File: config.mk
export PLATFORM = sky130hd
export DESIGN_NAME = qbp_port_ctrl
export DESIGN_NICKNAME = d
export VERILOG_FILES = /design/src/rtl/qbp_pkg.sv /design/src/rtl/qbp_bus_fsm.sv /design/src/rtl/qbp_latch_bank.sv /design/src/rtl/qbp_pad_ctrl.sv /design/src/rtl/qbp_port_ctrl.sv
export SDC_FILE = /design/constraint.sdc
export NUM_CORES = 1
export LEC_CHECK = 0
export CAP_MARGIN = 15
export CORE_MARGIN = 2
export CORE_UTILIZATION = 33
export DETAILED_ROUTE_END_ITERATION = 8
export PLACE_DENSITY_LB_ADDON = 0.15
export SKIP_CTS_REPAIR_TIMING = 1
export SYNTH_ARGS = -nofsm -noshare
export SYNTH_HDL_FRONTEND = slang
export SYNTH_HIERARCHICAL = 1
export SYNTH_SLANG_ARGS = --single-unit
File: constraint.sdc
create_clock -name clk -period 1.96 [get_ports clk]
set_input_delay 0.49 -clock clk [delete_from_list [all_inputs] [get_ports clk]]
set_output_delay 0.49 -clock clk [all_outputs]
set_load 0.02 [all_outputs]
File: src/rtl/qbp_pkg.sv
package qbp_pkg;
    localparam int NUM_PORTS = 4;
    localparam int SEL_W     = $clog2(NUM_PORTS);
    // port roles fixed by position
    localparam int P_OD   = 0;  // open-drain, muxed address/data
    localparam int P_PLN  = 1;  // plain quasi-bidirectional
    localparam int P_ADR  = 2;  // high address during bus cycles
    localparam int P_ALT  = 3;  // peripheral alternate functions

    typedef enum logic [0:0] {
        PM_GPIO = 1'b0,
        PM_BUS  = 1'b1
    } pmode_e;
endpackage

File: src/rtl/qbp_bus_fsm.sv
module qbp_bus_fsm
    import qbp_pkg::*;
(
    input  logic   clk,
    input  logic   rst_n,
    input  logic   bus_req,
    output pmode_e mode,
    output logic   force_od
);
    pmode_e state_q, state_d;

    always_ff @(posedge clk or negedge rst_n) begin
        if (!rst_n) state_q <= PM_GPIO;
        else        state_q <= state_d;
    end

    always_comb begin
        state_d = state_q;
        unique case (state_q)
            PM_GPIO: if (bus_req)  state_d = PM_BUS;   // T_ACQUIRE
            PM_BUS:  if (!bus_req) state_d = PM_GPIO;  // T_RELEASE
            default: state_d = PM_GPIO;
        endcase
    end

    always_comb begin
        mode     = state_q;
        // open-drain latch loads ones on entry and every bus cycle
        force_od = (state_d == PM_BUS);
    end
endmodule

File: src/rtl/qbp_latch_bank.sv
module qbp_latch_bank
    import qbp_pkg::*;
#(
    parameter int W = 8
) (
    input  logic                   clk,
    input  logic                   rst_n,
    input  logic                   wr,
    input  logic [SEL_W-1:0]       sel,
    input  logic [W-1:0]           wdata,
    input  logic                   force_od,
    output logic [NUM_PORTS*W-1:0] latch_flat
);
    for (genvar p = 0; p < NUM_PORTS; p++) begin : g_port
        logic [W-1:0] q;
        if (p == P_OD) begin : g_od
            always_ff @(posedge clk or negedge rst_n) begin
                if (!rst_n)                           q <= '1;
                else if (force_od)                    q <= '1;
                else if (wr && sel == SEL_W'(p))      q <= wdata;
            end
        end else begin : g_std
            always_ff @(posedge clk or negedge rst_n) begin
                if (!rst_n)                           q <= '1;
                else if (wr && sel == SEL_W'(p))      q <= wdata;
            end
        end
        assign latch_flat[p*W +: W] = q;
    end
endmodule

File: src/rtl/qbp_pad_ctrl.sv
module qbp_pad_ctrl
    import qbp_pkg::*;
#(
    parameter int W = 8
) (
    input  pmode_e                 mode,
    input  logic [NUM_PORTS*W-1:0] latch_flat,
    input  logic [W-1:0]           ext_addr_hi,
    input  logic [W-1:0]           ext_ad,
    input  logic [W-1:0]           alt_out,
    output logic [NUM_PORTS*W-1:0] pd_en,
    output logic [NUM_PORTS*W-1:0] pu_strong_en,
    output logic [NUM_PORTS*W-1:0] pu_weak_en
);
    wire on_bus = (mode == PM_BUS);

    for (genvar p = 0; p < NUM_PORTS; p++) begin : g_port
        logic [W-1:0] lat;
        logic [W-1:0] pd, pus, puw;
        assign lat = latch_flat[p*W +: W];

        if (p == P_OD) begin : g_od
            always_comb begin
                puw = '0;
                if (on_bus) begin
                    pd  = ~ext_ad;
                    pus = ext_ad;
                end else begin
                    pd  = ~lat;
                    pus = '0;
                end
            end
        end else if (p == P_ADR) begin : g_adr
            always_comb begin
                puw = '1;
                if (on_bus) begin
                    pd  = ~ext_addr_hi;
                    pus = ext_addr_hi;
                end else begin
                    pd  = ~lat;
                    pus = '0;
                end
            end
        end else if (p == P_ALT) begin : g_alt
            always_comb begin
                puw = '1;
                pus = '0;
                pd  = ~(lat & alt_out);
            end
        end else begin : g_pln
            always_comb begin
                puw = '1;
                pus = '0;
                pd  = ~lat;
            end
        end

        assign pd_en[p*W +: W]        = pd;
        assign pu_strong_en[p*W +: W] = pus;
        assign pu_weak_en[p*W +: W]   = puw;
    end
endmodule

File: src/rtl/qbp_port_ctrl.sv
module qbp_port_ctrl
    import qbp_pkg::*;
#(
    parameter int W = 8
) (
    input  logic                   clk,
    input  logic                   rst_n,
    input  logic                   sfr_wr,
    input  logic [SEL_W-1:0]       sfr_sel,
    input  logic [W-1:0]           sfr_wdata,
    input  logic [SEL_W-1:0]       rd_sel,
    input  logic                   rd_latch,
    output logic [W-1:0]           rd_data,
    input  logic [NUM_PORTS*W-1:0] pin_in,
    input  logic                   ext_bus_en,
    input  logic [W-1:0]           ext_addr_hi,
    input  logic [W-1:0]           ext_ad,
    input  logic [W-1:0]           alt_out,
    output logic [W-1:0]           alt_in,
    output logic [NUM_PORTS*W-1:0] pd_en,
    output logic [NUM_PORTS*W-1:0] pu_strong_en,
    output logic [NUM_PORTS*W-1:0] pu_weak_en
);
    pmode_e                 mode_q;
    logic                   force_od;
    logic [NUM_PORTS*W-1:0] latch_flat;

    qbp_bus_fsm u_fsm (
        .clk      (clk),
        .rst_n    (rst_n),
        .bus_req  (ext_bus_en),
        .mode     (mode_q),
        .force_od (force_od)
    );

    qbp_latch_bank #(.W(W)) u_latch (
        .clk        (clk),
        .rst_n      (rst_n),
        .wr         (sfr_wr),
        .sel        (sfr_sel),
        .wdata      (sfr_wdata),
        .force_od   (force_od),
        .latch_flat (latch_flat)
    );

    qbp_pad_ctrl #(.W(W)) u_pad (
        .mode         (mode_q),
        .latch_flat   (latch_flat),
        .ext_addr_hi  (ext_addr_hi),
        .ext_ad       (ext_ad),
        .alt_out      (alt_out),
        .pd_en        (pd_en),
        .pu_strong_en (pu_strong_en),
        .pu_weak_en   (pu_weak_en)
    );

    always_comb begin
        if (rd_latch) rd_data = latch_flat[rd_sel*W +: W];
        else          rd_data = pin_in[rd_sel*W +: W];
    end

    assign alt_in = pin_in[P_ALT*W +: W];
endmodule

After elaboration in Yosys (flattened, before gate mapping)
Cells that the tools add are included.
{ "classes": {"eq_ne": 3, "shift": 2, "mux": 8, "bitwise": 7, "n_reduce_logical": 6} }
{ "op_table": {"columns": ["operator", "count"], "rows": [
  ["$shiftx 32x6->8", 2],
  ["$mux 8", 7],
  ["$not 8->8", 6],
  ["$and 8x8->8", 1],
  ["$eq 2x2->1 const B", 2],
  ["$logic_and 1x1->1", 4],
  ["$eq 2x1->1 const B", 1],
  ["$logic_not 2->1", 1],
  ["$reduce_bool 2->1", 1],
  ["$mux 1", 1]
]} }
{ "word_totals": {"ff_bits": 33, "in_bits": 73, "output_inout_bits": 112} }

Longest topological paths before layout
{ "depth": {"depth_word": 4, "depth_mapped": 5} }

By module
Netlist, hierarchy kept.
{ "by_module_without_submodules": {"columns": ["module", "n_inst", "cells_each", "area_per_inst_um2", "seq_area_each_um2"], "rows": [
  ["qbp_latch_bank", 1, 87, 1308.8, 840.8],
  ["qbp_pad_ctrl", 1, 102, 735.7, 0.0],
  ["qbp_port_ctrl", 1, 37, 610.6, 0.0],
  ["qbp_bus_fsm", 1, 2, 32.5, 25.0]
]} }

Least setup slack after synthesis
No wires, ideal clock.
{ "synth_path": {"kind": "input to output", "startpoint": "input rd_latch", "endpoint": "output rd_data[0]", "arrival_ns": 1.583, "required_ns": 1.470, "path_slack_ns": -0.113, "stages": 4, "path_buffers": 2, "path_cell_list": "buf_6 buf_12 mux4_1 mux2_2"} }
{ "synth_between": {"elab_chain_len": 1} }
{ "synth_rtl": {"columns": ["item", "line_no", "rtl"], "rows": [
  ["start, declared", "qbp_port_ctrl.sv:12", "input logic rd_latch,"],
  ["$mux 8", "qbp_port_ctrl.sv:58", "if (rd_latch) rd_data = latch_flat[rd_sel*W +: W];"],
  ["end, declared", "qbp_port_ctrl.sv:13", "output logic [W-1:0] rd_data,"]
]} }
No other way between the ends.

Final worst setup path
{ "layout_path": {"startpoint": "input rd_latch", "endpoint": "output rd_data[3]"} }
The elaborated chain is that of the path after synthesis.

==> summary.md <==
| Metric | Value |
|---|---|
| Fin Setup TNS | `-1.36 ns` |
| Peak Freq | `between 0.4 and 0.5 GHz` |
| Layout area overhead | `66.9%` |
| Vias in the first global route | `2255` |
| Nets@finish | `464` |
| First-pass GRT wire length | `approximately 12 mm` |
| Die W | `94.2 um` |
| Routed length per instance | `between 15 and 20 um` |
| VDD IR-drop max | `0.254 mV` |
| Number of library cell types mapped by synthesis | `21` |
| CTS Buf Count | `5` |
| Drt first pass iters | `4` |
| YS warnings | `6` |
| RSZ-0062 raised after global routing | `true` |
| Final instance area | `0.00449 sq mm` |
| Highest net fanout along the worst path | `8` |
| Fraction of layout cells with a size suffix above 1 | `0.370` |
| Max stage delay on crit path | `0.49 ns` |
| Commonest non-fill, non-tap cell in the layout | `dlymetal6s2s_1` |
| # DRC | `0` |
| Fillers | `680` |
| Final WS setup | `-0.177 ns` |
| Worst skew pair latency | `0.28 ns` |
| Non-filler cells, final | `495` |
| Min cycle time layout | `2.14 ns` |
| CTS tree | `built` |
| Pin count of the biggest net entering global routing | `34` |
| H-tree lvl count | `2` |
| Clock Pin Slew Worst Setup and Hold Paths | `approximately 0.070 ns` |
| Dpl cells | `484` |
| Syn_area_per_cell | `11.8 sq um` |
| CP Capture Type | `output pin` |
| PwrDens | `approximately 600 mW/mm^2` |
| Die Span Y | `94.2 um` |
| Min-Delay Path Class | `in2async` |
| Synthesized flop and latch total | `33` |
| Grt ovf | `0` |
| WS Path Type | `in2out` |
| Final Util | `0.575` |
| Critical Path RT | `between 1 and 1.5 ns` |
| DR iter-0 viols | `72` |
| Critical path, cell by cell | `buf_8 > clkbuf_16 > mux4_2 > mux2_4 > buf_6` |
| Critical Path AT | `1.65 ns` |
| Core area | `0.00781 sq mm` |
| Syn Std Cell Area | `0.00269 sq mm` |
| Vias | `roughly 2200` |
| Initial antenna violation count | `1` |
| IO buf count | `136` |
| Initial Util | `0.344` |
| Slowest-stage cell, CP | `mux4_2` |
| Slew HR | `0.499` |
| Slew Viols, Final | `0` |
| Register area share after synthesis | `0.322` |
| Worst r2r path cells | `3` |
| DRT Wirelength | `between 7 and 8 mm` |
| CTS sink cnt | `33` |
| Cells after Synth | `approximately 230` |
| Worst-Margin Slew | `0.751 ns` |
| Cell Area, Placed | `~0.0042 sq mm` |
| Failing checks | `setup timing` |
| Vias per cell | `4.36` |
| Status | `finished with violations` |
| Final hold vios | `0` |
| Max_cap viols | `0` |
| Clock Skew | `0 ns` |
| Die area | `0.00888 sq mm` |
| I/O pin count | `185` |
| GRT Util Overall | `0.172` |
| CTS max path bufs | `2` |
| CP Launch Type | `input pin` |
| Post-detailed-placement half-perimeter wirelength | `6.17 mm` |
| Std cell rows | `32` |
| # setup viols final | `8` |
| Static Leak | `2.65 nW` |
| Final Hold Slack | `roughly 0.27 ns` |
| Clock root buffer | `clkbuf_8` |
| Commonest non-fill, non-tap cells in the layout | `dlymetal6s2s_1, conb_1, clkdlybuf4s50_1, buf_4, dfstp_2` |
| Antenna Nets Post-Route | `0` |
| RePlAce Congestion | `0.779` |
| Tcrit/Tclk final | `1.09` |
==> per-stage QoR <==
stage	total power, mW	setup WS [ns]
2_1_floorplan	1.61	-0.0456
3_3_place_gp	2.18	-1.12
3_5_place_dp	2.20	-1.12
4_1_cts	2.71	-1.13
5_1_grt	2.84	-0.223
6_report	2.67	-0.177
==> path summary, 6_finish.rpt <==
check | from | to | slack [ns]
max | rd_latch | rd_data[3] | -0.18
min | rst_n | u_fsm/mode | 0.27
max reg2reg | u_latch/g_port[0].q[0] | u_latch/g_port[0].q[0] | 1.07
min reg2reg | u_latch/g_port[1].q[3] | u_latch/g_port[1].q[3] | 0.64
max in group asynchronous | rst_n | u_fsm/mode | 1.23
min in group clk | u_latch/g_port[1].q[3] | u_latch/g_port[1].q[3] | 0.64
==> where the power goes <==
| part | internal [mW] | total, mW | switching [mW] |
|---|---|---|---|
| logic | 0.698 | 1.26 | 0.562 |
| clock network | 0.246 | 0.500 | 0.254 |
| registers | 0.856 | 0.914 | 0.0580 |
| total | 1.80 | 2.67 | 0.873 |
==> critical path: cells and delay by family <==
family | cells | cell delay, ns
buffers and inverters | 3 | 0.38
multiplexers | 2 | 0.77
==> registers in the layout, summed over array words and instances (netlist names) <==
register	cells
u_fsm/mode	1
u_latch/g_port.q	32
==> synth_stat cells (all sizes together) <==
library cell / instances / area share
nor3b: 1 / 0.0028
buf: 66 / 0.19
dfrtp: 1 / 0.0093
inv: 8 / 0.011
mux2: 32 / 0.13
nand2: 8 / 0.011
nand3: 1 / 0.0037
clkbuf: 3 / 0.0051
nor2: 16 / 0.022
nand3b: 2 / 0.0084
dfstp: 32 / 0.31
mux4: 16 / 0.16
and2: 16 / 0.037
conb: 2 / 0.0028
mux2i: 24 / 0.089
==> logic make-up after synthesis <==
| kind of cell | Yosys count | synth area share |
|---|---|---|
| flops | 33 | 0.322 |
| other cells | 2 | 0.00279 |
| simple gates | 44 | 0.0857 |
| mux | 72 | 0.378 |
| buf+inv | 77 | 0.211 |
==> area by class of cell <==
class	instances	area, sq um	area share
well taps	102	128	0.0284
inverters	8	30.0	0.00669
repair buffers	179	1970	0.439
diodes	1	2.50	0.000558
multi-input cells	164	1410	0.313
flip-flops and latches	33	866	0.193
clock buffers	6	72.6	0.0162
clock inverters	2	10.0	0.00223
==> per-layer routing <==
| layer | vias to the layer above | share of wire | global-route usage |
|---|---|---|---|
| met1 | 1033 | 0.37 | 0.197 |
| met5 | - | 0 | 0 |
| li1 | 997 | - | - |
| met3 | 8 | 0.088 | 0.0457 |
| met4 | 0 | 0.015 | 0.0483 |
| met2 | 120 | 0.52 | 0.313 |
(Power assumes the default switching activity.)
